===== config.mk =====
export PLATFORM = sky130hd
export DESIGN_NAME = usbpf_parser
export DESIGN_NICKNAME = d
export VERILOG_FILES = /design/src/rtl/usbpf_pkg.sv /design/src/rtl/usbpf_hdr.sv /design/src/rtl/usbpf_tok.sv /design/src/rtl/usbpf_dat.sv /design/src/rtl/usbpf_parser.sv
export SDC_FILE = /design/constraint.sdc
export NUM_CORES = 1
export LEC_CHECK = 0
export BUFFER_PORTS_ARGS = -buffer_cell sky130_fd_sc_hd__buf_4
export CAP_MARGIN = 15
export CORE_MARGIN = 1
export CORE_UTILIZATION = 59
export DETAILED_ROUTE_END_ITERATION = 6
export PLACE_DENSITY = 0.9
export SKIP_CTS_REPAIR_TIMING = 1
export SLEW_MARGIN = 30
export SYNTH_ARGS = -nofsm -noshare
export SYNTH_HDL_FRONTEND = slang
export SYNTH_SLANG_ARGS = --single-unit

===== constraint.sdc =====
create_clock -name clk -period 4.8 [get_ports clk]
set_clock_uncertainty 0.1 [all_clocks]
set_input_delay 0.48 -clock clk [delete_from_list [all_inputs] [get_ports clk]]
set_output_delay 0.48 -clock clk [all_outputs]
set_load 0.01 [all_outputs]

===== src/rtl/usbpf_pkg.sv =====
package usbpf_pkg;
    localparam int SYNC_BITS = 8;
    localparam int PID_BITS  = 8;
    localparam int HDR_BITS  = SYNC_BITS + PID_BITS;
    localparam int ADDR_W    = 7;
    localparam int EP_W      = 4;
    localparam int FRAME_W   = 11;
    localparam int TCRC_W    = 5;
    localparam int DCRC_W    = 16;
    localparam int TOK_PAY   = ADDR_W + EP_W + TCRC_W;
    localparam int TOK_BITS  = HDR_BITS + TOK_PAY;
    localparam logic [SYNC_BITS-1:0] SYNC_VAL = 8'h80;

    typedef enum logic [2:0] {
        K_NONE  = 3'd0,
        K_TOKEN = 3'd1,
        K_SOF   = 3'd2,
        K_DATA  = 3'd3,
        K_HAND  = 3'd4,
        K_OTHER = 3'd5
    } kind_t;

    function automatic kind_t pid_class(input logic [PID_BITS-1:0] v);
        kind_t k;
        if (v[7:4] != ~v[3:0]) begin
            k = K_NONE;
        end else begin
            case (v[3:0])
                4'h1, 4'h9, 4'hD:       k = K_TOKEN;
                4'h5:                   k = K_SOF;
                4'h3, 4'hB:             k = K_DATA;
                4'h2, 4'hA, 4'hE, 4'h6: k = K_HAND;
                default:                k = K_OTHER;
            endcase
        end
        return k;
    endfunction
endpackage


===== src/rtl/usbpf_hdr.sv =====
module usbpf_hdr
    import usbpf_pkg::*;
#(
    parameter int CNT_W = 14
) (
    input  logic             clk,
    input  logic             rst_n,
    input  logic             bit_valid_i,
    input  logic             bit_i,
    input  logic             start_i,
    input  logic             end_i,
    output logic             take_o,
    output logic             end_o,
    output logic [CNT_W-1:0] pos_o,
    output kind_t            kind_q_o,
    output kind_t            kind_d_o,
    output logic             pid_valid_o,
    output logic [3:0]       pid_o,
    output logic             pid_err_o,
    output logic             sync_err_o
);
    localparam logic [CNT_W-1:0] CNT_MAX  = {CNT_W{1'b1}};
    localparam logic [CNT_W-1:0] POS_SYNC = CNT_W'(SYNC_BITS - 1);
    localparam logic [CNT_W-1:0] POS_PID  = CNT_W'(HDR_BITS - 1);

    typedef struct packed {
        logic                active;
        logic [CNT_W-1:0]    cnt;
        logic [PID_BITS-1:0] sr;
        kind_t               kind;
        logic                pid_valid;
        logic [3:0]          pid;
        logic                pid_err;
        logic                sync_err;
    } hdr_st_t;

    hdr_st_t q, d;
    logic [CNT_W-1:0]    base;
    logic [PID_BITS-1:0] sr_nx;
    logic                take;

    always_comb begin
        d           = q;
        d.pid_valid = 1'b0;
        d.pid_err   = 1'b0;
        d.sync_err  = 1'b0;
        base        = start_i ? '0 : q.cnt;
        take        = bit_valid_i && (q.active || start_i);
        sr_nx       = {bit_i, q.sr[PID_BITS-1:1]};
        if (start_i) begin
            d.active = 1'b1;
            d.cnt    = '0;
            d.kind   = K_NONE;
        end
        if (take) begin
            d.sr = sr_nx;
            if (base != CNT_MAX) begin
                d.cnt = base + CNT_W'(1);
            end
            if (base == POS_SYNC) begin
                d.sync_err = (sr_nx != SYNC_VAL);
            end
            if (base == POS_PID) begin
                d.pid_valid = 1'b1;
                d.pid       = sr_nx[3:0];
                d.pid_err   = (sr_nx[7:4] != ~sr_nx[3:0]);
                d.kind      = pid_class(sr_nx);
            end
        end
        if (end_i && q.active) begin
            d.active = 1'b0;
        end
    end

    always_ff @(posedge clk) begin
        if (!rst_n) begin
            q <= '0;
        end else begin
            q <= d;
        end
    end

    assign take_o      = take;
    assign end_o       = end_i && q.active;
    assign pos_o       = base;
    assign kind_q_o    = q.kind;
    assign kind_d_o    = d.kind;
    assign pid_valid_o = q.pid_valid;
    assign pid_o       = q.pid;
    assign pid_err_o   = q.pid_err;
    assign sync_err_o  = q.sync_err;

    p_pid_single_r3: assert property (@(posedge clk) disable iff (!rst_n)
        pid_valid_o |=> !pid_valid_o);
    p_err_none_r5: assert property (@(posedge clk) disable iff (!rst_n)
        pid_err_o |-> (pid_valid_o && kind_q_o == K_NONE));
    p_sync_apart_r2: assert property (@(posedge clk) disable iff (!rst_n)
        sync_err_o |-> !pid_valid_o);
endmodule


===== src/rtl/usbpf_tok.sv =====
module usbpf_tok
    import usbpf_pkg::*;
#(
    parameter int CNT_W = 14
) (
    input  logic               clk,
    input  logic               rst_n,
    input  logic               take_i,
    input  logic               bit_i,
    input  logic               end_i,
    input  logic [CNT_W-1:0]   pos_i,
    input  kind_t              kind_i,
    output logic               tok_valid_o,
    output logic [ADDR_W-1:0]  addr_o,
    output logic [EP_W-1:0]    ep_o,
    output logic               sof_valid_o,
    output logic [FRAME_W-1:0] frame_o,
    output logic               len_err_o
);
    localparam logic [CNT_W-1:0] POS_LO  = CNT_W'(HDR_BITS);
    localparam logic [CNT_W-1:0] POS_HI  = CNT_W'(TOK_BITS);
    localparam logic [CNT_W:0]   LEN_OK  = (CNT_W+1)'(TOK_BITS);

    typedef struct packed {
        logic [TOK_PAY-1:0] fld;
        logic [ADDR_W-1:0]  addr;
        logic [EP_W-1:0]    ep;
        logic [FRAME_W-1:0] frame;
        logic               tok_valid;
        logic               sof_valid;
        logic               len_err;
    } tok_st_t;

    tok_st_t q, d;
    logic [CNT_W:0] total;

    always_comb begin
        d           = q;
        d.tok_valid = 1'b0;
        d.sof_valid = 1'b0;
        d.len_err   = 1'b0;
        total       = {1'b0, pos_i} + {{CNT_W{1'b0}}, take_i};
        if (take_i && pos_i >= POS_LO && pos_i < POS_HI) begin
            d.fld = {bit_i, q.fld[TOK_PAY-1:1]};
        end
        if (end_i && (kind_i == K_TOKEN || kind_i == K_SOF)) begin
            if (total != LEN_OK) begin
                d.len_err = 1'b1;
            end else if (kind_i == K_TOKEN) begin
                d.tok_valid = 1'b1;
                d.addr      = d.fld[ADDR_W-1:0];
                d.ep        = d.fld[ADDR_W+EP_W-1:ADDR_W];
            end else begin
                d.sof_valid = 1'b1;
                d.frame     = d.fld[FRAME_W-1:0];
            end
        end
    end

    always_ff @(posedge clk) begin
        if (!rst_n) begin
            q <= '0;
        end else begin
            q <= d;
        end
    end

    assign tok_valid_o = q.tok_valid;
    assign addr_o      = q.addr;
    assign ep_o        = q.ep;
    assign sof_valid_o = q.sof_valid;
    assign frame_o     = q.frame;
    assign len_err_o   = q.len_err;

    p_one_result_r8: assert property (@(posedge clk) disable iff (!rst_n)
        $onehot0({tok_valid_o, sof_valid_o, len_err_o}));
    p_result_single_r6: assert property (@(posedge clk) disable iff (!rst_n)
        (tok_valid_o || sof_valid_o || len_err_o) |=> !(tok_valid_o || sof_valid_o || len_err_o));
endmodule


===== src/rtl/usbpf_dat.sv =====
module usbpf_dat
    import usbpf_pkg::*;
#(
    parameter int CNT_W = 14
) (
    input  logic             clk,
    input  logic             rst_n,
    input  logic             take_i,
    input  logic             bit_i,
    input  logic             start_i,
    input  logic [CNT_W-1:0] pos_i,
    input  kind_t            kind_i,
    output logic             byte_valid_o,
    output logic [7:0]       byte_o
);
    localparam logic [CNT_W-1:0] POS_PAY  = CNT_W'(HDR_BITS);
    localparam logic [CNT_W-1:0] POS_FULL = CNT_W'(HDR_BITS + DCRC_W);

    typedef struct packed {
        logic [DCRC_W-1:0] dl;
        logic [7:0]        sh;
        logic [2:0]        idx;
        logic              bv;
        logic [7:0]        bd;
    } dat_st_t;

    dat_st_t q, d;
    logic [7:0] sh_nx;
    logic       pay;

    always_comb begin
        d     = q;
        d.bv  = 1'b0;
        sh_nx = {q.dl[0], q.sh[7:1]};
        pay   = take_i && (pos_i >= POS_PAY) && (kind_i == K_DATA);
        if (start_i) begin
            d.idx = '0;
        end
        if (pay) begin
            d.dl = {bit_i, q.dl[DCRC_W-1:1]};
            if (pos_i >= POS_FULL) begin
                d.sh  = sh_nx;
                d.idx = q.idx + 3'd1;
                if (q.idx == 3'd7) begin
                    d.bv = 1'b1;
                    d.bd = sh_nx;
                end
            end
        end
    end

    always_ff @(posedge clk) begin
        if (!rst_n) begin
            q <= '0;
        end else begin
            q <= d;
        end
    end

    assign byte_valid_o = q.bv;
    assign byte_o       = q.bd;

    p_byte_gap_r9: assert property (@(posedge clk) disable iff (!rst_n)
        byte_valid_o |=> !byte_valid_o);
    p_byte_data_only_r10: assert property (@(posedge clk) disable iff (!rst_n)
        byte_valid_o |-> $past(kind_i) == K_DATA);
endmodule


===== src/rtl/usbpf_parser.sv =====
module usbpf_parser
    import usbpf_pkg::*;
#(
    parameter int MAX_BYTES = 1024
) (
    input  logic        clk,
    input  logic        rst_n,
    input  logic        bit_valid_i,
    input  logic        bit_i,
    input  logic        pkt_start_i,
    input  logic        pkt_end_i,
    output logic        sync_err_o,
    output logic        pid_valid_o,
    output logic [3:0]  pid_o,
    output logic [2:0]  pid_kind_o,
    output logic        pid_err_o,
    output logic        tok_valid_o,
    output logic [6:0]  tok_addr_o,
    output logic [3:0]  tok_ep_o,
    output logic        sof_valid_o,
    output logic [10:0] sof_frame_o,
    output logic        len_err_o,
    output logic        byte_valid_o,
    output logic [7:0]  byte_o
);
    localparam int MAX_BITS = HDR_BITS + 8 * MAX_BYTES + DCRC_W;
    localparam int CNT_W    = $clog2(MAX_BITS + 1);

    logic             take;
    logic             pend;
    logic [CNT_W-1:0] pos;
    kind_t            kind_q;
    kind_t            kind_d;

    usbpf_hdr #(.CNT_W(CNT_W)) u_hdr (
        .clk         (clk),
        .rst_n       (rst_n),
        .bit_valid_i (bit_valid_i),
        .bit_i       (bit_i),
        .start_i     (pkt_start_i),
        .end_i       (pkt_end_i),
        .take_o      (take),
        .end_o       (pend),
        .pos_o       (pos),
        .kind_q_o    (kind_q),
        .kind_d_o    (kind_d),
        .pid_valid_o (pid_valid_o),
        .pid_o       (pid_o),
        .pid_err_o   (pid_err_o),
        .sync_err_o  (sync_err_o)
    );

    usbpf_tok #(.CNT_W(CNT_W)) u_tok (
        .clk         (clk),
        .rst_n       (rst_n),
        .take_i      (take),
        .bit_i       (bit_i),
        .end_i       (pend),
        .pos_i       (pos),
        .kind_i      (kind_d),
        .tok_valid_o (tok_valid_o),
        .addr_o      (tok_addr_o),
        .ep_o        (tok_ep_o),
        .sof_valid_o (sof_valid_o),
        .frame_o     (sof_frame_o),
        .len_err_o   (len_err_o)
    );

    usbpf_dat #(.CNT_W(CNT_W)) u_dat (
        .clk          (clk),
        .rst_n        (rst_n),
        .take_i       (take),
        .bit_i        (bit_i),
        .start_i      (pkt_start_i),
        .pos_i        (pos),
        .kind_i       (kind_d),
        .byte_valid_o (byte_valid_o),
        .byte_o       (byte_o)
    );

    assign pid_kind_o = kind_q;

    p_tok_kind_r6: assert property (@(posedge clk) disable iff (!rst_n)
        tok_valid_o |-> pid_kind_o == K_TOKEN);
    p_sof_kind_r7: assert property (@(posedge clk) disable iff (!rst_n)
        sof_valid_o |-> pid_kind_o == K_SOF);
endmodule


==> results_dict.tcl <==
set metrics [dict create \
    cts_tree "yes" \
    dp_slack_ps 1020 \
    first_global_vias 3651 \
    routedWlPerCell_um 15.0 \
    synth_edf_count 0 \
    grt_overflow_total 0 \
    routed_wl_mm 10.1 \
    leakage_nw 2.28 \
    cts.sinks 111 \
    syn_area_um2 5150 \
    worstSetupStartpoint "u_hdr.q[32]" \
    design.die.area_um2 9100 \
    regArea_um2 2220 \
    layout_setup_ws_ps 1330 \
    vdd_drop_max_mv 0.192 \
    fmax_mhz 288 \
    rsz0062_at_grt "false" \
    r2r_slack_ps 1330 \
    area_growth_pct 6.08 \
    multi_input_area_um2 2450 \
    drtIter0Drc 163 \
    hold_slack_ps 326 \
    coreArea_um2 8340 \
    critical_path_class "reg -> reg" \
    syn-num-nets 575 \
    crit_fanout 11 \
    endpoint "u_tok.addr_o[3]" \
    rows 33 \
    yosys_warnings 0 \
    cts_made_buffers 9 \
    clock-root-buffer "clkbuf_8" \
    dp_hpwl_mm 7.15 \
    max_slew_margin 0.406 \
    ant_nets 0 \
    cts_buffer_depth 2 \
    endpoint_kind "register" \
    drc 0 \
    synth_cells 561 \
    p_total_mw 1.47 \
    start_util 0.617 \
    antenna_found_initial 0 \
    r2r_start "u_hdr.q[32]" \
    hold_path_class "in -> reg" \
    first_pass_iters 4 \
    min_period_over_period 0.724 \
    io_buffers 49 \
    io-pin-count 50 \
    cp.required_ps 4950 \
    grt_pass1_wl_mm 16.6 \
    drive_above_1_share 0.171 \
    grtUsageTotal 0.232 \
    grt_max_degree 65 \
    htreeDepth 3 \
    clkLatencyLatePin_ps 370 \
    worstMarginPinSlew_ps 888 \
    setup_viol 0 \
    finalCriticalPeriod_ps 3470 \
    ys.flop_type "dfxtp_1" \
    max_cap_violations 0 \
    fp.dieW_um 95.4 \
    r2r_cells 10 \
    outcome "finished clean" \
    avgSynthCellArea_um2 9.18 \
    postSynth.asyncResetShare 0 \
    rr_endpoint "u_tok.addr_o[3]" \
    slew_violations 0 \
    arrival_ps 3620 \
    tns_ps 0 \
    ys_seq_area_frac 0.432 \
    via_per_inst 5.61 \
    startpoint_type "register" \
    vias 3765 \
    finalHoldViolCount 0 \
    n_antenna_cell 0 \
    gp_congestion 0.996 \
    clk_pin_slew_ps 100 \
    power_density_nw_per_um2 269 \
    synth.ff_latch_count 111 \
    netlist-cell-type-count 57 \
    num-fill-cells 666 \
    nets 575 \
    die_h_um 95.4 \
]
## where the power goes
group	switching [mW]	internal (mW)	total, mW
clock network	0.298	0.206	0.504
logic	0.0310	0.0104	0.0414
registers	0.00227	0.922	0.925
## how the worst min path moves through the flow
stage	cells past startpoint	start	slack, ps	end
2_1_floorplan	2	u_tok.frame_o[0]	340	u_tok.frame_o[0]
3_3_place_gp	2	u_tok.frame_o[1]	350	u_tok.frame_o[1]
3_5_place_dp	2	u_tok.frame_o[0]	350	u_tok.frame_o[0]
4_1_cts	3	bit_i	320	u_hdr.q[17]
5_1_grt	3	bit_i	330	u_hdr.q[17]
6_report	3	bit_i	330	u_hdr.q[17]
## critical path, stage by stage (launching register included)
cell	delay, ps
dfxtp_1	420
o21ai_0	130
buf_4	190
inv_2	160
ha_1	220
nand3_1	120
nor4_1	300
mux2_2	380
or4_4	540
or4b_4	630
mux2i_1	160
## cell usage after synthesis (2+ instances only)
master,count,area share
and3_1,6,0.0073
ha_1,8,0.019
and2_1,3,0.0036
nand2b_1,3,0.0036
nand2_1,74,0.054
a31oi_1,5,0.0061
nor2b_1,4,0.0049
nand4b_1,2,0.0034
and4_1,3,0.0051
mux2_2,12,0.026
dfxtp_1,111,0.43
clkbuf_1,17,0.012
xor2_1,2,0.0034
o21ai_0,3,0.0029
mux2i_1,63,0.12
xnor2_1,18,0.031
buf_2,5,0.0049
nand3b_1,2,0.0029
or3b_2,2,0.0034
a211oi_1,2,0.0029
or4b_4,2,0.0053
inv_1,21,0.015
nor2_1,62,0.045
nand4_1,5,0.0061
nand3_1,15,0.015
nor3_1,13,0.013
a21oi_1,22,0.021
nor4_1,7,0.0085
and4b_1,2,0.0039
buf_6,2,0.0044
buf_4,39,0.057
## flip-flops by register name, summed over array words and instances (netlist names), named ones only
| register | count |
|---|---|
| u_dat.q | 26 |
| u_hdr.q | 22 |
| u_tok.q | 16 |
| u_tok.frame_o | 11 |
| u_dat.byte_o | 8 |
| u_tok.addr_o | 7 |
| u_hdr.pid_o | 4 |
| u_tok.ep_o | 4 |
| u_hdr.kind_q_o | 3 |
| u_dat.byte_valid_o | 1 |
| u_hdr.pid_err_o | 1 |
| u_hdr.pid_valid_o | 1 |
| u_hdr.sync_err_o | 1 |
| u_tok.len_err_o | 1 |
| u_tok.sof_valid_o | 1 |
| u_tok.tok_valid_o | 1 |
## area by class of cell
class	count	area share
Timing Repair Buffer	52	0.0715
Tap cell	105	0.0241
Inverter	23	0.0158
Clock buffer	12	0.0266
Multi-Input combinational cell	364	0.450
Clock inverter	4	0.00550
Sequential cell	111	0.407
## cell usage in the layout, fill, tap and decap left out, drive strengths merged, types with 2 or more instances in the layout
cell | synthesis | routed
nand2b | 3 | 3
nor4 | 9 | 9
a31oi | 5 | 5
mux2 | 12 | 12
inv | 22 | 23
mux2i | 63 | 63
and4b | 2 | 2
nor3 | 13 | 13
and3 | 7 | 7
nand4b | 3 | 3
buf | 46 | 52
nand3 | 15 | 15
xnor2 | 18 | 18
nand3b | 2 | 2
nor2b | 5 | 5
nor2 | 62 | 62
nand2 | 74 | 74
a21oi | 23 | 23
and4 | 3 | 3
o21ai | 4 | 4
clkinv | 1 | 3
or4 | 2 | 2
xor2 | 2 | 2
dfxtp | 111 | 111
nand4 | 5 | 5
a211oi | 2 | 2
and2 | 3 | 3
or3b | 2 | 2
ha | 8 | 8
or4b | 2 | 2
clkbuf | 17 | 12
## cells by family (layout without fill, tap and decap cells)
logic type	count (synthesis)	after routing	synth area share
and+or+nand+nor	217	217	0.212
DFF	111	111	0.432
buffers and inverters	86	91	0.0953
muxes	75	75	0.149
AOI/OAI and AO/OA	44	44	0.0588
xor gates and xnor gates	20	20	0.0340
adders and majority gates	8	8	0.0194
## per-stage QoR
step           cell area (µm²)  cells  utilization
5_1_grt                   5460    671        0.655
2_1_floorplan             5150    561            -
3_3_place_gp              5270    655        0.632
3_5_place_dp              5280    655        0.633
6_report                  5460    671        0.655
4_1_cts                   5450    671        0.654
## routing by layer
layer | track usage | vias to the layer above | part of all wire
li1 | - | 1867 | -
met1 | 0.284 | 1789 | 0.45
met2 | 0.411 | 99 | 0.50
met3 | 0.0383 | 10 | 0.044
met4 | 0.0808 | 0 | 0.0088
met5 | 0 | - | 0
(Power assumes the default switching activity.)
